`config.mk`:
```
export PLATFORM = sky130hd
export DESIGN_NAME = uart_irq_ident
export DESIGN_NICKNAME = d
export VERILOG_FILES = /design/src/rtl/uart_irq_pkg.sv /design/src/rtl/irq_rise_det.sv /design/src/rtl/irq_pend_bank.sv /design/src/rtl/irq_prio_enc.sv /design/src/rtl/uart_irq_ident.sv
export SDC_FILE = /design/constraint.sdc
export NUM_CORES = 1
export LEC_CHECK = 0
export ABC_AREA = 1
export BUFFER_PORTS_ARGS = -buffer_cell sky130_fd_sc_hd__buf_2
export CAP_MARGIN = 20
export CELL_PAD_IN_SITES_DETAIL_PLACEMENT = 2
export CELL_PAD_IN_SITES_GLOBAL_PLACEMENT = 2
export CORE_UTILIZATION = 20
export DETAILED_ROUTE_END_ITERATION = 12
export GPL_TIMING_DRIVEN = 0
export MAX_ROUTING_LAYER = met4
export PLACE_DENSITY = 0.86
export SKIP_LAST_GASP = 1
export SLEW_MARGIN = 10
export SYNTH_ARGS = -nofsm -noshare
export SYNTH_HDL_FRONTEND = slang
export SYNTH_HIERARCHICAL = 1
export SYNTH_SLANG_ARGS = --single-unit
```
`constraint.sdc`:
```
create_clock -name clk -period 3.4 [get_ports clk]
set_input_delay 0.17 -clock clk [delete_from_list [all_inputs] [get_ports clk]]
set_output_delay 0.17 -clock clk [all_outputs]
set_load 0.005 [all_outputs]
```
`src/rtl/uart_irq_pkg.sv`:
```
package uart_irq_pkg;
  // Cause index order is the priority order: index 0 wins.
  localparam int NSRC = 5;
  localparam int SRC_LINE = 0;
  localparam int SRC_RXD  = 1;
  localparam int SRC_TOUT = 2;
  localparam int SRC_TXR  = 3;
  localparam int SRC_MDM  = 4;

  localparam int CODE_W = 4;
  localparam logic [CODE_W-1:0] CODE_IDLE = 4'b0001;

  function automatic logic [CODE_W-1:0] code_of(input int idx);
    case (idx)
      SRC_LINE: code_of = 4'b0110;
      SRC_RXD:  code_of = 4'b0100;
      SRC_TOUT: code_of = 4'b1100;
      SRC_TXR:  code_of = 4'b0010;
      default:  code_of = 4'b0000;
    endcase
  endfunction
endpackage

```
`src/rtl/irq_rise_det.sv`:
```
module irq_rise_det #(
  parameter logic RST_LVL = 1'b0
) (
  input  logic clk,
  input  logic rst_n,
  input  logic lvl,
  output logic rise
);
  logic prev_q;

  always_ff @(posedge clk or negedge rst_n) begin
    if (!rst_n) prev_q <= RST_LVL;
    else        prev_q <= lvl;
  end

  assign rise = lvl & ~prev_q;
endmodule

```
`src/rtl/irq_pend_bank.sv`:
```
module irq_pend_bank #(
  parameter int N = 5
) (
  input  logic         clk,
  input  logic         rst_n,
  input  logic [N-1:0] kill,
  input  logic [N-1:0] set,
  input  logic [N-1:0] clr,
  output logic [N-1:0] pend
);
  // Per cause: kill beats set, set beats clear.
  for (genvar i = 0; i < N; i++) begin : g_cell
    always_ff @(posedge clk or negedge rst_n) begin
      if (!rst_n)       pend[i] <= 1'b0;
      else if (kill[i]) pend[i] <= 1'b0;
      else if (set[i])  pend[i] <= 1'b1;
      else if (clr[i])  pend[i] <= 1'b0;
    end

    p_kill_clears_r4: assert property (@(posedge clk) disable iff (!rst_n)
      kill[i] |=> !pend[i]);
  end
endmodule

```
`src/rtl/irq_prio_enc.sv`:
```
module irq_prio_enc
  import uart_irq_pkg::*;
#(
  parameter int N = NSRC
) (
  input  logic [N-1:0]      req,
  output logic [CODE_W-1:0] code
);
  always_comb begin
    code = CODE_IDLE;
    // Walk from lowest to highest priority so the smallest index wins.
    for (int i = N - 1; i >= 0; i--) begin
      if (req[i]) code = code_of(i);
    end
  end
endmodule

```
`src/rtl/uart_irq_ident.sv`:
```
module uart_irq_ident
  import uart_irq_pkg::*;
#(
  parameter int NERR = 4,
  parameter int IIR_W = 8
) (
  input  logic             clk,
  input  logic             rst_n,
  input  logic             fifo_mode,
  input  logic [NERR-1:0]  line_err,
  input  logic             rx_lvl,
  input  logic             rx_tout,
  input  logic             rx_flush,
  input  logic             tx_room,
  input  logic             msr_chg,
  input  logic             abl_lock,
  input  logic [3:0]       src_en,
  input  logic             rd_iir,
  input  logic             rd_lsr,
  input  logic             rd_rbr,
  input  logic             rd_msr,
  input  logic             wr_thr,
  output logic [IIR_W-1:0] iir,
  output logic             irq
);
  localparam int ABL_BIT = CODE_W;
  localparam int PAD_W = IIR_W - CODE_W - 1;

  logic rx_rise, tx_rise;
  logic [NSRC-1:0] kill, set, clr, pend, en_mask, req;
  logic [CODE_W-1:0] code;

  irq_rise_det #(.RST_LVL(1'b0)) u_rx_rise (
    .clk(clk), .rst_n(rst_n), .lvl(rx_lvl), .rise(rx_rise));

  // Reset level high: a transmitter that is idle out of reset raises nothing.
  irq_rise_det #(.RST_LVL(1'b1)) u_tx_rise (
    .clk(clk), .rst_n(rst_n), .lvl(tx_room), .rise(tx_rise));

  always_comb begin
    kill = '0;
    set  = '0;
    clr  = '0;

    set[SRC_LINE] = |line_err;
    clr[SRC_LINE] = rd_lsr;

    if (fifo_mode) begin
      kill[SRC_RXD] = rx_flush;
      set[SRC_RXD]  = rx_lvl;
      clr[SRC_RXD]  = ~rx_lvl;
    end else begin
      set[SRC_RXD]  = rx_rise;
      clr[SRC_RXD]  = rd_rbr;
    end

    kill[SRC_TOUT] = ~fifo_mode | rx_flush;
    set[SRC_TOUT]  = rx_tout;
    clr[SRC_TOUT]  = rd_rbr;

    // The identification read clears the transmit cause only when the
    // byte being read reports it in this same cycle.
    set[SRC_TXR] = tx_rise;
    clr[SRC_TXR] = wr_thr | (rd_iir & (code == code_of(SRC_TXR)));

    set[SRC_MDM] = msr_chg;
    clr[SRC_MDM] = rd_msr;
  end

  irq_pend_bank #(.N(NSRC)) u_bank (
    .clk(clk), .rst_n(rst_n), .kill(kill), .set(set), .clr(clr), .pend(pend));

  always_comb begin
    en_mask = '0;
    en_mask[SRC_LINE] = src_en[2];
    en_mask[SRC_RXD]  = src_en[0];
    en_mask[SRC_TOUT] = src_en[0];
    en_mask[SRC_TXR]  = src_en[1];
    en_mask[SRC_MDM]  = src_en[3];
  end

  assign req = pend & en_mask;

  irq_prio_enc #(.N(NSRC)) u_enc (.req(req), .code(code));

  assign iir = {{PAD_W{1'b0}}, abl_lock, code};
  assign irq = ~code[0];

  p_idle_r1: assert property (@(posedge clk) disable iff (!rst_n)
    (req == '0) |-> (iir[3:0] == 4'b0001 && !irq));
  p_line_top_r2: assert property (@(posedge clk) disable iff (!rst_n)
    (pend[SRC_LINE] && src_en[2]) |-> (iir[3:0] == 4'b0110));
  p_lsr_clear_r2: assert property (@(posedge clk) disable iff (!rst_n)
    (rd_lsr && !(|line_err)) |=> !pend[SRC_LINE]);
  p_tout_fifo_only_r5: assert property (@(posedge clk) disable iff (!rst_n)
    !fifo_mode |=> (iir[3] == 1'b0));
  p_tx_read_clear_r7: assert property (@(posedge clk) disable iff (!rst_n)
    (rd_iir && iir[3:0] == 4'b0010 && !tx_rise) |=> !pend[SRC_TXR]);
  p_irq_req_r10: assert property (@(posedge clk) disable iff (!rst_n)
    irq |-> ($countones(req) > 0));
  p_flush_r4: assert property (@(posedge clk) disable iff (!rst_n)
    (fifo_mode && rx_flush) |=> !pend[SRC_RXD]);
endmodule

```
==> metrics <==
status finished clean; CTS root buf clkbuf_4; hold_buf cts 1; number of max-cap violations 0; most common cell in the netlist inv_1; worst reg2reg path depth 12; Synth top area share 0.305; CP Launch Point u_bank/pend[1]; Residual DRC 0; hold path start tx_room; Reg clk slew, reported paths 0.06 ns; FF-to-FF End u_bank/pend[3]; CTS tree built; HP Class in2reg; Most Crowded Layer GR met2; Reg power frac 0.413; sequential fraction of the synthesis area 0.359; Synth top cells by count inv_1, nand2_1, dfrtp_1, a21oi_2, nor2_1; largest family of logic cells by synthesized area simple AND/OR/NAND/NOR gates; Async SR Flop Fraction 1.00; top cells by area, synth dfrtp_1, inv_1, nand2_1, a21oi_2, buf_4; Setup Viol. Count Final 0; diode count 0; post-CTS sizing 0; count of state elements after synthesis 7; DR iter-0 viols 0; switching share of power 0.278; Hold Vio Cnt, Final 0; die width 51.6 µm; Mean Syn Cell Area 6.56 µm²; Post-synth EDFFs 0; largest net degree at the start of global routing 8; H-tree depth 1; Arrival @ worst endpoint 1.27 ns; yosys warns 6; Comb power frac 0.244; post-synth top area cell dfrtp_1; ANT nets after route 0; simple-gate area share of the yosys netlist 0.277; Critical R2R Launch u_bank/pend[1]; global-route wire length before repair 2.18 mm; CTS buffer count 3; GP Congestion 0.630; NetSw 0.0615 mW; Internal Dissipation 0.160 mW; fin crit period 1.44 ns; pwr dens 311 nW/µm²; num rows 17; flop2flop setup slack 2.05 ns; hold path endpoint u_tx_rise/prev_q; Worst setup SP type flip-flop; met1 Use GR 0.108; clk buf depth 2; Buffers on Ports 26; Cells on Worst Hold Path 1; post-synthesis adder-cell area fraction 0; core area 2250 µm²; total power 0.222 mW; setup bufs post-CTS 0; vias in the first global route 555; synth unique cells 14; vias 522; max-slew violation count 0; CP Capture Type output port; HPWL after DPL 1.12 mm; GR Util met2 0.229; Clock Latency Late Sink 0.25 ns; Starting Density 0.218; die footprint 2660 µm²; XOR/XNOR Fraction of Synth Area 0; RSZ-0062 raised after global routing false; grt ovf 0; synthesis-to-finish area growth 44.8%; multiplexer share of the synthesized area 0; ys flop type dfrtp_1; Wirelength per Cell 9.04 µm; Worst VDD drop 144 µV; Routed WL 1.26 mm; number of nets in the layout 134; period utilization 0.424; Synth Instances 75; synthesized area 492 µm²; Setup CP Type reg2out; Max Clock Freq 0.694 GHz; clock power share 0.343; M3 GR Usage 0.0175; Synth Area in Compound Gates 0.104; final core utilization 0.316; initial antenna violation count 0; Pleak 0.469 nW; GRT Total Usage 0.116; share of cells above drive strength 1 0.405; Pre-antenna DRT Iters 1; Worst Skew 0.00516 ns; die height 51.6 µm; crit-path max FO 3; CP required 3.23 ns; final setup TNS 0 ns; I/O pin cnt 31; Sink Count 7; DR vias/cell 3.76
## area by class of cell
class / count / area, µm²
clock buffers: 4 / 26.3
well taps: 28 / 35.0
fillers: 303 / 1540
flip-flops and latches: 7 / 176
plain buffers: 4 / 30.0
inverters: 25 / 93.8
multi-input cells: 44 / 210
repair buffers: 27 / 140
## worst max-delay path, stage by stage (launching register included)
cell and delay [ns]:
dfrtp_1 0.38, nand2_1 0.07, inv_1 0.06, nor2_2 0.14
nand2_2 0.09, nor2_2 0.13, inv_1 0.05, buf_2 0.12
## worst max path at each step
stage,end,slack [ns]
final,irq,1.96
after floorplan,u_bank/pend[3],2.21
after detailed placement,u_bank/pend[3],2.05
after global placement,u_bank/pend[3],2.17
after global routing,irq,1.85
after CTS,irq,1.93
## cells by family (layout without fill, tap and decap cells)
kind of cell,Yosys count,count (layout)
simple gates,32,32
compound gates,6,6
other cells,1,6
buf+inv,29,60
flops,7,7
## power groups by stage
stage               registers, mW  clock network [mW]  logic [mW]
finish                     0.0914              0.0760      0.0541
global route               0.0919              0.0906      0.0623
CTS                        0.0914              0.0813      0.0556
detailed placement         0.0929                   0      0.0545
global placement           0.0927                   0      0.0509
floorplan                  0.0922                   0      0.0295
## cell usage in the layout (no fill, tap or decap)
cell | netlist | final
dlygate4sd3_1 | 0 | 1
a21oi_2 | 5 | 5
buf_2 | 0 | 26
nor2_2 | 4 | 4
dfrtp_1 | 6 | 6
clkbuf_4 | 0 | 3
conb_1 | 1 | 6
or2_1 | 1 | 1
nand3_1 | 1 | 1
clkbuf_1 | 0 | 1
o21a_1 | 1 | 1
nand2_1 | 20 | 20
dfstp_2 | 1 | 1
inv_2 | 1 | 1
buf_4 | 4 | 4
nand2_2 | 1 | 1
nor2_1 | 5 | 5
inv_1 | 24 | 24
## per-layer routing
metal	part of all wire	wire length (µm)	vias to the layer above
met5	0	0	-
met4	0.015	19	0
met2	0.54	681	21
met1	0.38	478	229
met3	0.061	76	2
li1	-	-	270
## per-stage QoR
step / hold WS (ns) / setup WS [ns] / instance area (µm²) / std cells
floorplan: -0.126 / 2.21 / 510 / 80
global placement: 0.0134 / 2.17 / 676 / 134
detailed placement: 0.0208 / 2.05 / 676 / 134
CTS: 0.0223 / 1.93 / 712 / 139
global route: 0.0100 / 1.85 / 712 / 139
finish: 0.0329 / 1.96 / 712 / 139
## sequential cells by signal (all words and copies together), names as in the netlist
name	count
u_bank/pend	5
u_rx_rise/prev_q	1
u_tx_rise/prev_q	1
Note: power is estimated with default switching activity, not from simulation.
